`src/rtl/i2c_tgt_pkg.sv`:
```
// Package: shared types and constants for the I2C register-bank target.
// Assumes byte-wide frames; state encoding is private to the block.
package i2c_tgt_pkg;

    localparam int FRAME_BITS = 8;

    typedef enum logic [2:0] {
        ST_IDLE,
        ST_ADDR,
        ST_ADDR_ACK,
        ST_WR_BYTE,
        ST_WR_ACK,
        ST_RD_BYTE,
        ST_RD_ACK,
        ST_IGNORE
    } tgt_state_e;

endpackage

```
`src/rtl/i2c_line_sync.sv`:
```
// Module: multi-stage synchroniser for asynchronous pad inputs.
// Assumes the lines idle high, so every stage resets to 1.
module i2c_line_sync #(
    parameter int WIDTH  = 2,
    parameter int STAGES = 2
) (
    input  logic             clk,
    input  logic             rst_n,
    input  logic [WIDTH-1:0] d_i,
    output logic [WIDTH-1:0] q_o
);
    logic [WIDTH-1:0] chain [STAGES];

    // Shift the pad values through the synchroniser stages.
    always_ff @(posedge clk) begin
        if (!rst_n) begin
            for (int s = 0; s < STAGES; s++) chain[s] <= '1;
        end else begin
            chain[0] <= d_i;
            for (int s = 1; s < STAGES; s++) chain[s] <= chain[s-1];
        end
    end

    assign q_o = chain[STAGES-1];
endmodule

```
`src/rtl/i2c_bus_events.sv`:
```
// Module: edge and bus-condition detector on synchronised SCL/SDA.
// Assumes both inputs are already synchronised to clk and idle high.
module i2c_bus_events (
    input  logic clk,
    input  logic rst_n,
    input  logic scl_s,
    input  logic sda_s,
    output logic scl_rise,
    output logic scl_fall,
    output logic start_ev,
    output logic stop_ev
);
    logic scl_d, sda_d;

    // Keep the previous sample of each line for edge detection.
    always_ff @(posedge clk) begin
        if (!rst_n) begin
            scl_d <= 1'b1;
            sda_d <= 1'b1;
        end else begin
            scl_d <= scl_s;
            sda_d <= sda_s;
        end
    end

    assign scl_rise = scl_s & ~scl_d;
    assign scl_fall = ~scl_s & scl_d;
    assign start_ev = scl_s & scl_d & sda_d & ~sda_s;
    assign stop_ev  = scl_s & scl_d & ~sda_d & sda_s;
endmodule

```
`src/rtl/i2c_tgt_regs.sv`:
```
// Module: register bank with one write port, one pointer read port and
// one debug read port. Assumes a single write per cycle; reads are combinational.
module i2c_tgt_regs #(
    parameter int NUM_REGS = 16,
    parameter int DW       = 8,
    localparam int IDX_W   = $clog2(NUM_REGS)
) (
    input  logic             clk,
    input  logic             rst_n,
    input  logic             wr_en,
    input  logic [IDX_W-1:0] wr_idx,
    input  logic [DW-1:0]    wr_data,
    input  logic [IDX_W-1:0] ptr_idx,
    output logic [DW-1:0]    ptr_data,
    input  logic [IDX_W-1:0] dbg_idx,
    output logic [DW-1:0]    dbg_data
);
    logic [DW-1:0] bank [NUM_REGS];

    for (genvar g = 0; g < NUM_REGS; g++) begin : g_reg
        // Hold one register; clear on reset, load when addressed.
        always_ff @(posedge clk) begin
            if (!rst_n)
                bank[g] <= '0;
            else if (wr_en && wr_idx == IDX_W'(g))
                bank[g] <= wr_data;
        end
    end

    assign ptr_data = bank[ptr_idx];
    assign dbg_data = bank[dbg_idx];
endmodule

```
`src/rtl/i2c_tgt_ctrl.sv`:
```
// Module: protocol sequencer for the target. Shifts address and data
// bits in on SCL rise, updates its SDA pull-down only on SCL fall, and
// keeps the auto-incrementing register pointer.
// Assumes one-cycle event strobes from i2c_bus_events.
module i2c_tgt_ctrl
    import i2c_tgt_pkg::*;
#(
    parameter logic [6:0] DEV_ADDR = 7'h42,
    parameter int IDX_W = 4
) (
    input  logic                  clk,
    input  logic                  rst_n,
    input  logic                  scl_rise,
    input  logic                  scl_fall,
    input  logic                  sda_s,
    input  logic                  start_ev,
    input  logic                  stop_ev,
    input  logic [FRAME_BITS-1:0] rd_byte,
    output logic [IDX_W-1:0]      ptr,
    output logic                  wr_en,
    output logic [FRAME_BITS-1:0] wr_data,
    output logic                  sda_low,
    output tgt_state_e            state
);
    localparam logic [3:0] FULL = 4'(FRAME_BITS);
    localparam logic [3:0] LAST = 4'(FRAME_BITS - 1);

    logic [3:0]            cnt;
    logic [FRAME_BITS-1:0] rx_sh, tx_sh;
    logic                  rw_bit, idx_phase, ctl_ack;

    // Store strobe: full data byte that is not the pointer byte.
    assign wr_en   = (state == ST_WR_BYTE) && scl_fall && (cnt == FULL) && !idx_phase;
    assign wr_data = rx_sh;

    // Sequence the transfer; bus conditions override every state.
    always_ff @(posedge clk) begin
        if (!rst_n) begin
            state     <= ST_IDLE;
            cnt       <= '0;
            rx_sh     <= '0;
            tx_sh     <= '0;
            rw_bit    <= 1'b0;
            idx_phase <= 1'b0;
            ctl_ack   <= 1'b0;
            ptr       <= '0;
            sda_low   <= 1'b0;
        end else if (start_ev) begin
            state   <= ST_ADDR;
            cnt     <= '0;
            sda_low <= 1'b0;
        end else if (stop_ev) begin
            state   <= ST_IDLE;
            cnt     <= '0;
            sda_low <= 1'b0;
        end else begin
            unique case (state)
                ST_ADDR, ST_WR_BYTE: begin
                    if (scl_rise && cnt < FULL) begin
                        rx_sh <= {rx_sh[FRAME_BITS-2:0], sda_s};
                        cnt   <= cnt + 4'd1;
                    end else if (scl_fall && cnt == FULL) begin
                        cnt <= '0;
                        if (state == ST_ADDR) begin
                            if (rx_sh[7:1] == DEV_ADDR) begin
                                state   <= ST_ADDR_ACK;
                                rw_bit  <= rx_sh[0];
                                sda_low <= 1'b1;
                            end else begin
                                state <= ST_IGNORE;
                            end
                        end else begin
                            if (idx_phase) begin
                                ptr       <= rx_sh[IDX_W-1:0];
                                idx_phase <= 1'b0;
                            end else begin
                                ptr <= ptr + 1'b1;
                            end
                            state   <= ST_WR_ACK;
                            sda_low <= 1'b1;
                        end
                    end
                end
                ST_ADDR_ACK: begin
                    if (scl_fall) begin
                        cnt <= '0;
                        if (rw_bit) begin
                            tx_sh   <= rd_byte;
                            sda_low <= ~rd_byte[FRAME_BITS-1];
                            state   <= ST_RD_BYTE;
                        end else begin
                            sda_low   <= 1'b0;
                            idx_phase <= 1'b1;
                            state     <= ST_WR_BYTE;
                        end
                    end
                end
                ST_WR_ACK: begin
                    if (scl_fall) begin
                        sda_low <= 1'b0;
                        state   <= ST_WR_BYTE;
                    end
                end
                ST_RD_BYTE: begin
                    if (scl_fall) begin
                        if (cnt == LAST) begin
                            cnt     <= '0;
                            sda_low <= 1'b0;
                            ptr     <= ptr + 1'b1;
                            state   <= ST_RD_ACK;
                        end else begin
                            cnt     <= cnt + 4'd1;
                            tx_sh   <= {tx_sh[FRAME_BITS-2:0], 1'b0};
                            sda_low <= ~tx_sh[FRAME_BITS-2];
                        end
                    end
                end
                ST_RD_ACK: begin
                    if (scl_rise) begin
                        ctl_ack <= ~sda_s;
                    end else if (scl_fall) begin
                        if (ctl_ack) begin
                            tx_sh   <= rd_byte;
                            sda_low <= ~rd_byte[FRAME_BITS-1];
                            state   <= ST_RD_BYTE;
                        end else begin
                            sda_low <= 1'b0;
                            state   <= ST_IGNORE;
                        end
                    end
                end
                default: ;
            endcase
        end
    end
endmodule

```
`src/rtl/i2c_regbank_target.sv`:
```
// Module: top of the I2C register-bank target. Wires pad synchronisers,
// bus-event detection, the sequencer and the register bank together.
// Assumes clk is at least about 10x the bus clock and open-drain pads.
module i2c_regbank_target #(
    parameter logic [6:0] DEV_ADDR    = 7'h42,
    parameter int         NUM_REGS    = 16,
    parameter int         SYNC_STAGES = 2,
    localparam int        IDX_W       = $clog2(NUM_REGS),
    localparam int        DW          = i2c_tgt_pkg::FRAME_BITS
) (
    input  logic             clk,
    input  logic             rst_n,
    input  logic             scl_i,
    input  logic             sda_i,
    output logic             sda_drive_low,
    input  logic [IDX_W-1:0] dbg_idx,
    output logic [DW-1:0]    dbg_data
);
    logic                   scl_s, sda_s;
    logic                   scl_rise, scl_fall, start_ev, stop_ev;
    logic [IDX_W-1:0]       ptr;
    logic                   wr_en;
    logic [DW-1:0]          wr_data, ptr_data;
    i2c_tgt_pkg::tgt_state_e ctrl_state;

    i2c_line_sync #(.WIDTH(2), .STAGES(SYNC_STAGES)) sync_i (
        .clk(clk), .rst_n(rst_n), .d_i({scl_i, sda_i}), .q_o({scl_s, sda_s})
    );

    i2c_bus_events ev_i (
        .clk(clk), .rst_n(rst_n), .scl_s(scl_s), .sda_s(sda_s),
        .scl_rise(scl_rise), .scl_fall(scl_fall),
        .start_ev(start_ev), .stop_ev(stop_ev)
    );

    i2c_tgt_ctrl #(.DEV_ADDR(DEV_ADDR), .IDX_W(IDX_W)) ctrl_i (
        .clk(clk), .rst_n(rst_n), .scl_rise(scl_rise), .scl_fall(scl_fall),
        .sda_s(sda_s), .start_ev(start_ev), .stop_ev(stop_ev),
        .rd_byte(ptr_data), .ptr(ptr), .wr_en(wr_en), .wr_data(wr_data),
        .sda_low(sda_drive_low), .state(ctrl_state)
    );

    i2c_tgt_regs #(.NUM_REGS(NUM_REGS), .DW(DW)) regs_i (
        .clk(clk), .rst_n(rst_n), .wr_en(wr_en), .wr_idx(ptr), .wr_data(wr_data),
        .ptr_idx(ptr), .ptr_data(ptr_data), .dbg_idx(dbg_idx), .dbg_data(dbg_data)
    );
endmodule

```
`config.mk`:
```
export PLATFORM = sky130hd
export DESIGN_NAME = i2c_regbank_target
export DESIGN_NICKNAME = d
export VERILOG_FILES = /design/src/rtl/i2c_tgt_pkg.sv /design/src/rtl/i2c_line_sync.sv /design/src/rtl/i2c_bus_events.sv /design/src/rtl/i2c_tgt_regs.sv /design/src/rtl/i2c_tgt_ctrl.sv /design/src/rtl/i2c_regbank_target.sv
export SDC_FILE = /design/constraint.sdc
export NUM_CORES = 1
export LEC_CHECK = 0
export BUFFER_PORTS_ARGS = -buffer_cell sky130_fd_sc_hd__buf_2
export CORE_ASPECT_RATIO = 1.75
export CORE_MARGIN = 10
export CORE_UTILIZATION = 30
export DETAILED_ROUTE_END_ITERATION = 10
export MAX_ROUTING_LAYER = met4
export SYNTH_ARGS = -nofsm -noshare
export SYNTH_HDL_FRONTEND = slang
export SYNTH_SLANG_ARGS = --single-unit
```
`constraint.sdc`:
```
create_clock -name clk -period 4.4 [get_ports clk]
set_input_delay 0.44 -clock clk [delete_from_list [all_inputs] [get_ports clk]]
set_output_delay 0.44 -clock clk [all_outputs]
set_load 0.01 [all_outputs]
```
==> results of run 1 <==
==> final timing paths <==
path	slack (ns)	startpoint	depth (start not counted)	end
worst max-delay path	1.42	dbg_idx[0]	5	dbg_data[1]
worst min-delay path	0.19	scl_i	2	sync_i.chain[0][1]
worst max register to register	1.64	ctrl_i.state[2]	4	regs_i.bank[7][3]
worst min register to register	0.41	sync_i.chain[0][0]	1	sync_i.chain[0][2]
==> cells in the mapped netlist (4+ instances only) <==
library cell and number:
sky130_fd_sc_hd__nand2_1 29, sky130_fd_sc_hd__mux4_2 70, sky130_fd_sc_hd__a211oi_1 4, sky130_fd_sc_hd__o21ai_0 10, sky130_fd_sc_hd__dfxtp_1 40, sky130_fd_sc_hd__and2_1 130, sky130_fd_sc_hd__edfxtp_1 128, sky130_fd_sc_hd__o21ai_1 22
sky130_fd_sc_hd__o21a_1 4, sky130_fd_sc_hd__or2_2 4, sky130_fd_sc_hd__nor2_1 40, sky130_fd_sc_hd__a21oi_1 25, sky130_fd_sc_hd__ha_1 6, sky130_fd_sc_hd__buf_1 7, sky130_fd_sc_hd__clkbuf_1 28, sky130_fd_sc_hd__mux2i_1 20
sky130_fd_sc_hd__nand3_1 22, sky130_fd_sc_hd__inv_1 7, sky130_fd_sc_hd__nand2b_1 13, sky130_fd_sc_hd__o221ai_1 8, sky130_fd_sc_hd__buf_2 11
==> per-layer routing <==
layer	track usage	vias up	wire, um
li1	-	2565	-
met1	0.128	2842	8250
met2	0.271	184	14500
met3	0.0207	60	816
met4	0.109	0	1950
met5	-	-	0
==> sequential cells by signal, summed over array words and instances (netlist names), 3 cells and up, named ones only <==
name / cells
ctrl_i.wr_data: 8
ctrl_i.cnt: 4
regs_i.bank: 128
ctrl_i.tx_sh: 7
ctrl_i.state: 3
sync_i.chain: 4
ctrl_i.ptr: 4
==> cell type report <==
cell class | count | area (um2) | share of cell area
clock inverters | 15 | 170 | 0.0172
inverters | 9 | 33.8 | 0.00342
well taps | 382 | 478 | 0.0484
flip-flops and latches | 168 | 4650 | 0.470
clock buffers | 17 | 425 | 0.0431
repair buffers | 28 | 170 | 0.0172
multi-input cells | 457 | 3960 | 0.400
==> power by group through the flow <==
stage / Sequential, mW / Clock (mW) / Combinational [mW]
2_1_floorplan: 1.82 / 0 / 0.174
3_3_place_gp: 1.86 / 0 / 0.240
3_5_place_dp: 1.86 / 0 / 0.242
4_1_cts: 1.82 / 1.51 / 0.243
5_1_grt: 1.83 / 1.57 / 0.255
6_report: 1.82 / 1.49 / 0.240
==> critical path: stages <==
cell and delay, ns:
sky130_fd_sc_hd__buf_2 0.50, sky130_fd_sc_hd__buf_4 0.41, sky130_fd_sc_hd__mux4_2 0.55, sky130_fd_sc_hd__mux4_2 0.48, sky130_fd_sc_hd__buf_2 0.15
==> through the flow <==
stage | power (mW) | util | hold WS (ns)
floorplan | 1.99 | - | 0.386
global placement | 2.10 | 0.318 | 0.392
detailed placement | 2.10 | 0.318 | 0.392
CTS | 3.57 | 0.339 | 0.192
global route | 3.66 | 0.339 | 0.202
finish | 3.56 | 0.339 | 0.193
==> cell families after synthesis <==
kind of cell / count (synthesis) / synth area share
AO/OA/AOI/OAI: 92 / 0.0647
XOR/XNOR: 1 / 0.000991
adder cells (fa/ha/maj): 6 / 0.00850
buffers and inverters: 57 / 0.0266
flip-flops: 168 / 0.526
multiplexers: 93 / 0.205
AND/OR/NAND/NOR: 265 / 0.169
==> out/results.md, run 1 <==
- result of the run: finished clean
- CTS H-tree depth: 4
- sink count of the clock tree: 168
- asr flop ratio synth: 0
- Routed Antenna Nets: 0
- number of enable flip-flop cells after synthesis: 128
- arrival time at the worst endpoint: 2.54 ns
- Iteration-0 DRC Markers: 438
- crit path launch type: input port
- setup slack after layout: 1.42 ns
- total nets after synthesis: 696
- Reg clk slew, reported paths: 0.07 ns
- number of top-level pins: 17
- NumNets Final: 695
- required time at the endpoint of the critical path: 3.96 ns
- combinational share of power: 0.067
- Hold Fails Final Rpt: 0
- Resized Gates After CTS: 0
- synth unique cells: 55
- core area: 0.0292 mm2
- share of total power in the clock network: 0.419
- global routing usage summed across all routing layers: 0.146
- CTS tree: yes
- Post-Layout Cell Count: 1076
- dominant register cell in the synthesized netlist: sky130_fd_sc_hd__edfxtp_1
- top cells by area in the synthesized netlist: sky130_fd_sc_hd__edfxtp_1, sky130_fd_sc_hd__mux4_2, sky130_fd_sc_hd__and2_1
- total CTS buffers: 17
- n_diodes: 0
- die area: 0.0370 mm2
- minimum clock period after layout: 2.98 ns
- Chip Height: 247 um
- post-detailed-route wirelength per cell: 23.7 um
- drt drc: 0
- share of power burned in registers: 0.513
- min-delay worst type: in2reg
- measured slew at the worst slew-check pin: 1.00 ns
- Synth Area per Inst: 13.0 um2
- synthesized area: 0.00884 mm2
- switching share of power: 0.256
- sum of negative setup slack: 0 ns
- placement-stage worst setup slack: 1.36 ns
- number of standard cells after synthesis: 682
- setup repair bufs after CTS: 0
- cell area reported after detailed placement: 0.00928 mm2
- Max Cap Violations: 0
- power density over the cells: 360 mW/mm2
- #FFs+latches synth: 168
- Layout Area Growth over Synthesis: 11.8%
- HPWL after detailed placement: 19400 um
- final setup violation count: 0
- number of antenna violations at the first check in global routing: 0
- number of vias after detailed routing: 5651
- cell type with the highest aggregate area in the netlist: sky130_fd_sc_hd__edfxtp_1
- die width: 150 um
- commonest non-fill, non-tap cells in the layout: sky130_fd_sc_hd__and2_1, sky130_fd_sc_hd__edfxtp_1, sky130_fd_sc_hd__mux4_2, sky130_fd_sc_hd__nor2_1, sky130_fd_sc_hd__dfxtp_1
- sequential cell area fraction in the yosys report: 0.526
- post-placement cell count: 1044
- final worst path period share: 0.678
- leakage: 3.15 nW
- fraction of synthesized cell area taken by the top area cell type: 0.435
- # rows: 83
- largest net degree at the start of global routing: 33
- first-pass GRT wire length: 38100 um
- CP Capture Type: primary output
- WS Path Type: in2out
- number of detailed-routing iterations run before antenna repair: 5
- Fin Clk Skew: 0.0154 ns
- Root Buffer: sky130_fd_sc_hd__clkbuf_16
- initial standard-cell utilization of the core: 0.303
- fill cell instance count of the final layout: 2808
- relative slew slack: 0.333
- internal power contribution: 2.65 mW
- via density per instance: 5.25
- most common library cell in the layout ignoring fill and taps: sky130_fd_sc_hd__and2_1
- fin area: 0.00988 mm2
- Switching Power: 0.912 mW
- overall routed net length: 25500 um
- IO buf count: 16
- maximum fanout count along the critical path: 18
- Worst-Skew Late Latency: 0.45 ns
- share of cells above drive strength 1: 0.200
- maximum count of clock buffers along a single path: 2
- total count of max-transition violations in the final report: 0
- routability congestion estimate from global placement: 0.904
- leftover overflow at the end of global routing: 0
- count of yosys warnings during synthesis: 0
- number of global-route vias before repair: 5895
- peak supply drop: 253 uV
- FMAX: 0.335 GHz
- setup repair after global routing missed its margin: false
- hold buffer count at CTS: 0
Power figures use the tool's default switching activity.
==> run 2: changes to the inputs <==
- ABC_AREA: default -> 1
- clock period: 4.4 -> 2.8 ns (I/O delays scaled with it)
==> out/results.md, run 2 <==
- result of the run: finished clean
- count of yosys warnings during synthesis: 0, unchanged
- number of detailed-routing iterations run before antenna repair: 5, unchanged
- leakage: 4.01 nW, +27%
- overall routed net length: 29400 um, +15%
- number of standard cells after synthesis: 1201, +76%
- commonest non-fill, non-tap cells in the layout: sky130_fd_sc_hd__nand2_1, sky130_fd_sc_hd__edfxtp_1, sky130_fd_sc_hd__nor2_1, sky130_fd_sc_hd__inv_1, sky130_fd_sc_hd__nand3_1
- final worst path period share: 0.785
- total CTS buffers: 17, unchanged
- hold buffer count at CTS: 0, unchanged
- Fin Clk Skew: 0.00924 ns, -0.00620 ns
- setup repair after global routing missed its margin: false
- cell with the most instances after synthesis: sky130_fd_sc_hd__nand2_1
- initial standard-cell utilization of the core: 0.303, about the same
- minimum clock period after layout: 2.20 ns
- NumNets Final: 1205, +73%
- leftover overflow at the end of global routing: 0, unchanged
- sum of negative setup slack: 0 ns, unchanged
- Worst-Skew Late Latency: 0.45 ns, about the same
- Iteration-0 DRC Markers: 707, +61%
- number of enable flip-flop cells after synthesis: 128, unchanged
- CP Capture Type: primary output
- Largest register FFs: 128, unchanged
- Post-Layout Cell Count: 1604, +49%
- routability congestion estimate from global placement: 1.01, +12%
- CTS H-tree depth: 4, unchanged
- most common library cell in the layout ignoring fill and taps: sky130_fd_sc_hd__nand2_1
- WS Path Type: reg2out
- dominant register cell in the synthesized netlist: sky130_fd_sc_hd__edfxtp_1
- Synth Area per Inst: 8.12 um2, -37%
- total count of max-transition violations in the final report: 0, unchanged
- Max Cap Violations: 0, unchanged
- r2r startpoint: ctrl_i.cnt[0]
- worst-case hold path end point: sync_i.chain[0][1]
- final setup violation count: 0, unchanged
- fraction of synthesized cell area taken by the top area cell type: 0.394, -0.0411
- r2r endpoint: regs_i.bank[0][5]
- die width: 156 um, +4.4%
- number of global-route vias before repair: 7801, +32%
- die area: 0.0404 mm2, +9.3%
- #FFs+latches synth: 168, unchanged
- maximum count of clock buffers along a single path: 2, unchanged
- crit path launch type: flip-flop
- Worst path most repeated cell: sky130_fd_sc_hd__nand2_1
- post-detailed-route wirelength per cell: 18.3 um, -23%
- # rows: 87, +4.8%
- sequential cell area fraction in the yosys report: 0.476, -0.0496
- core area: 0.0322 mm2, +10%
- share of cells above drive strength 1: 0.179, -0.0217
- setup slack on the worst flop-to-flop path: 0.62 ns, -1.02 ns
- total nets after synthesis: 1215, +75%
- number of top-level pins: 17, unchanged
- sink count of the clock tree: 168, unchanged
- fill cell instance count of the final layout: 3350, +19%
- power density over the cells: 683 mW/mm2, +90%
- Root Buffer: sky130_fd_sc_hd__clkbuf_16
- first-pass GRT wire length: 44800 um, +17%
- peak supply drop: 521 uV, +110%
- Routed Antenna Nets: 0, unchanged
- CTS tree: yes
- post-placement cell count: 1572, +51%
- HPWL after detailed placement: 21700 um, +12%
- Resized Gates After CTS: 0, unchanged
- utilization of the core after routing: 0.335, -0.00324
- Hold Fails Final Rpt: 0, unchanged
- n_diodes: 0, unchanged
- via density per instance: 5.03, -4.2%
- synth unique cells: 34, -38%
- arrival time at the worst endpoint: 1.92 ns, -0.62 ns
- min-delay worst type: in2reg
- asr flop ratio synth: 0, unchanged
- relative slew slack: 0.501, +0.169
- IO buf count: 16, unchanged
- top cells by area in the synthesized netlist: sky130_fd_sc_hd__edfxtp_1, sky130_fd_sc_hd__nand2_1, sky130_fd_sc_hd__dfxtp_1
- Synth top cells by count: sky130_fd_sc_hd__nand2_1, sky130_fd_sc_hd__edfxtp_1, sky130_fd_sc_hd__nor2_1
- HP Start: scl_i
- global routing usage summed across all routing layers: 0.151, +0.00593
- synthesized area: 0.00976 mm2, +10%
- drt drc: 0, unchanged
- hold-critical path depth: 2, unchanged
- setup repair bufs after CTS: 0, unchanged
- Reg clk slew, reported paths: 0.07 ns, about the same
- Crit path largest cell delay: 0.39 ns, -0.16 ns
- Chip Height: 259 um, +4.7%
- Crit-path slowest cell: sky130_fd_sc_hd__edfxtp_1
- Layout Area Growth over Synthesis: 10.7%
- measured slew at the worst slew-check pin: 0.747 ns, -0.254 ns
- maximum fanout count along the critical path: 2, -16
- register name with the most flops: regs_i.bank
- worst hold slack after final layout: 0.0148 ns, -0.178 ns
- depth of the worst register-to-register path: 8, +4
- FMAX: 0.455 GHz
- number of vias after detailed routing: 8068, +43%
- number of antenna violations at the first check in global routing: 0, unchanged
- required time at the endpoint of the critical path: 2.52 ns, -1.44 ns
- largest net degree at the start of global routing: 60, +82%
- cell type with the highest aggregate area in the netlist: sky130_fd_sc_hd__edfxtp_1
- cells along the critical path: o21ai_0 > nand2_1 > o221ai_1 > nand2_1 > buf_2
-- run 2: changes by cell type after synthesis, sizes merged, moves of 21 or more --
| cell | delta |
|---|---|
| nand2 | +204 |
| clkbuf | +21 |
| o21ai | +67 |
| and2 | -130 |
| a21oi | +68 |
| nand3 | +101 |
| inv | +119 |
| mux4 | -70 |
| nor2 | +182 |
-- run 2: critical path: cells and delay by family, from the launching register on --
family / cells / cell delay [ns]
and+or+nand+nor: 2 / 0.27
buffers and inverters: 1 / 0.15
DFF: 1 / 0.39
AOI/OAI and AO/OA: 2 / 0.66
-- run 2: cells by family after synthesis --
logic type                 synth area share
AOI/OAI and AO/OA                     0.123
buffers and inverters                0.0828
xor gates and xnor gates           0.000898
and+or+nand+nor                       0.309
adders and majority gates           0.00769
DFF                                   0.476
-- run 2: power breakdown --
group / switching, mW / internal, mW
sequential: 0.158 / 2.84
combinational: 1.56 / 0.653
clock: 1.03 / 1.14
-- run 2: worst max path at each step --
stage | start | end | cells past startpoint | slack, ns
floorplan | ctrl_i.cnt[0] | regs_i.bank[10][0] | 8 | 0.97
global placement | dbg_idx[0] | dbg_data[0] | 9 | 0.64
detailed placement | ctrl_i.cnt[0] | regs_i.bank[0][3] | 8 | 0.63
CTS | ctrl_i.cnt[0] | regs_i.bank[0][5] | 8 | 0.61
global route | regs_i.bank[12][5] | dbg_data[5] | 5 | 0.47
finish | regs_i.bank[12][3] | dbg_data[3] | 5 | 0.60
-- run 2: routing by layer --
layer,track usage,vias to the layer above,part of all wire,wire length (um)
li1,-,3949,-,-
met1,0.146,3792,0.35,10400
met2,0.274,248,0.55,16100
met3,0.0249,79,0.044,1300
met4,0.0947,0,0.057,1670
met5,-,-,0,0
-- run 2: layout make-up --
class                   instances  area (um2)  share of cell area
well taps                     400         500              0.0463
clock inverters                13        97.6             0.00903
clock buffers                  19         433              0.0401
inverters                     136         510              0.0472
multi-input cells             828        4300               0.398
flip-flops and latches        168        4650               0.430
repair buffers                 40         313              0.0290
-- run 2: through the flow --
stage          power (mW)  instance area [um2]  setup slack (ns)
2_1_floorplan        4.56                 9760             0.971
3_3_place_gp         5.21                10300             0.639
3_5_place_dp         5.23                10300             0.629
4_1_cts              7.37                10800             0.611
5_1_grt              7.76                10800             0.469
6_report             7.38                10800             0.601
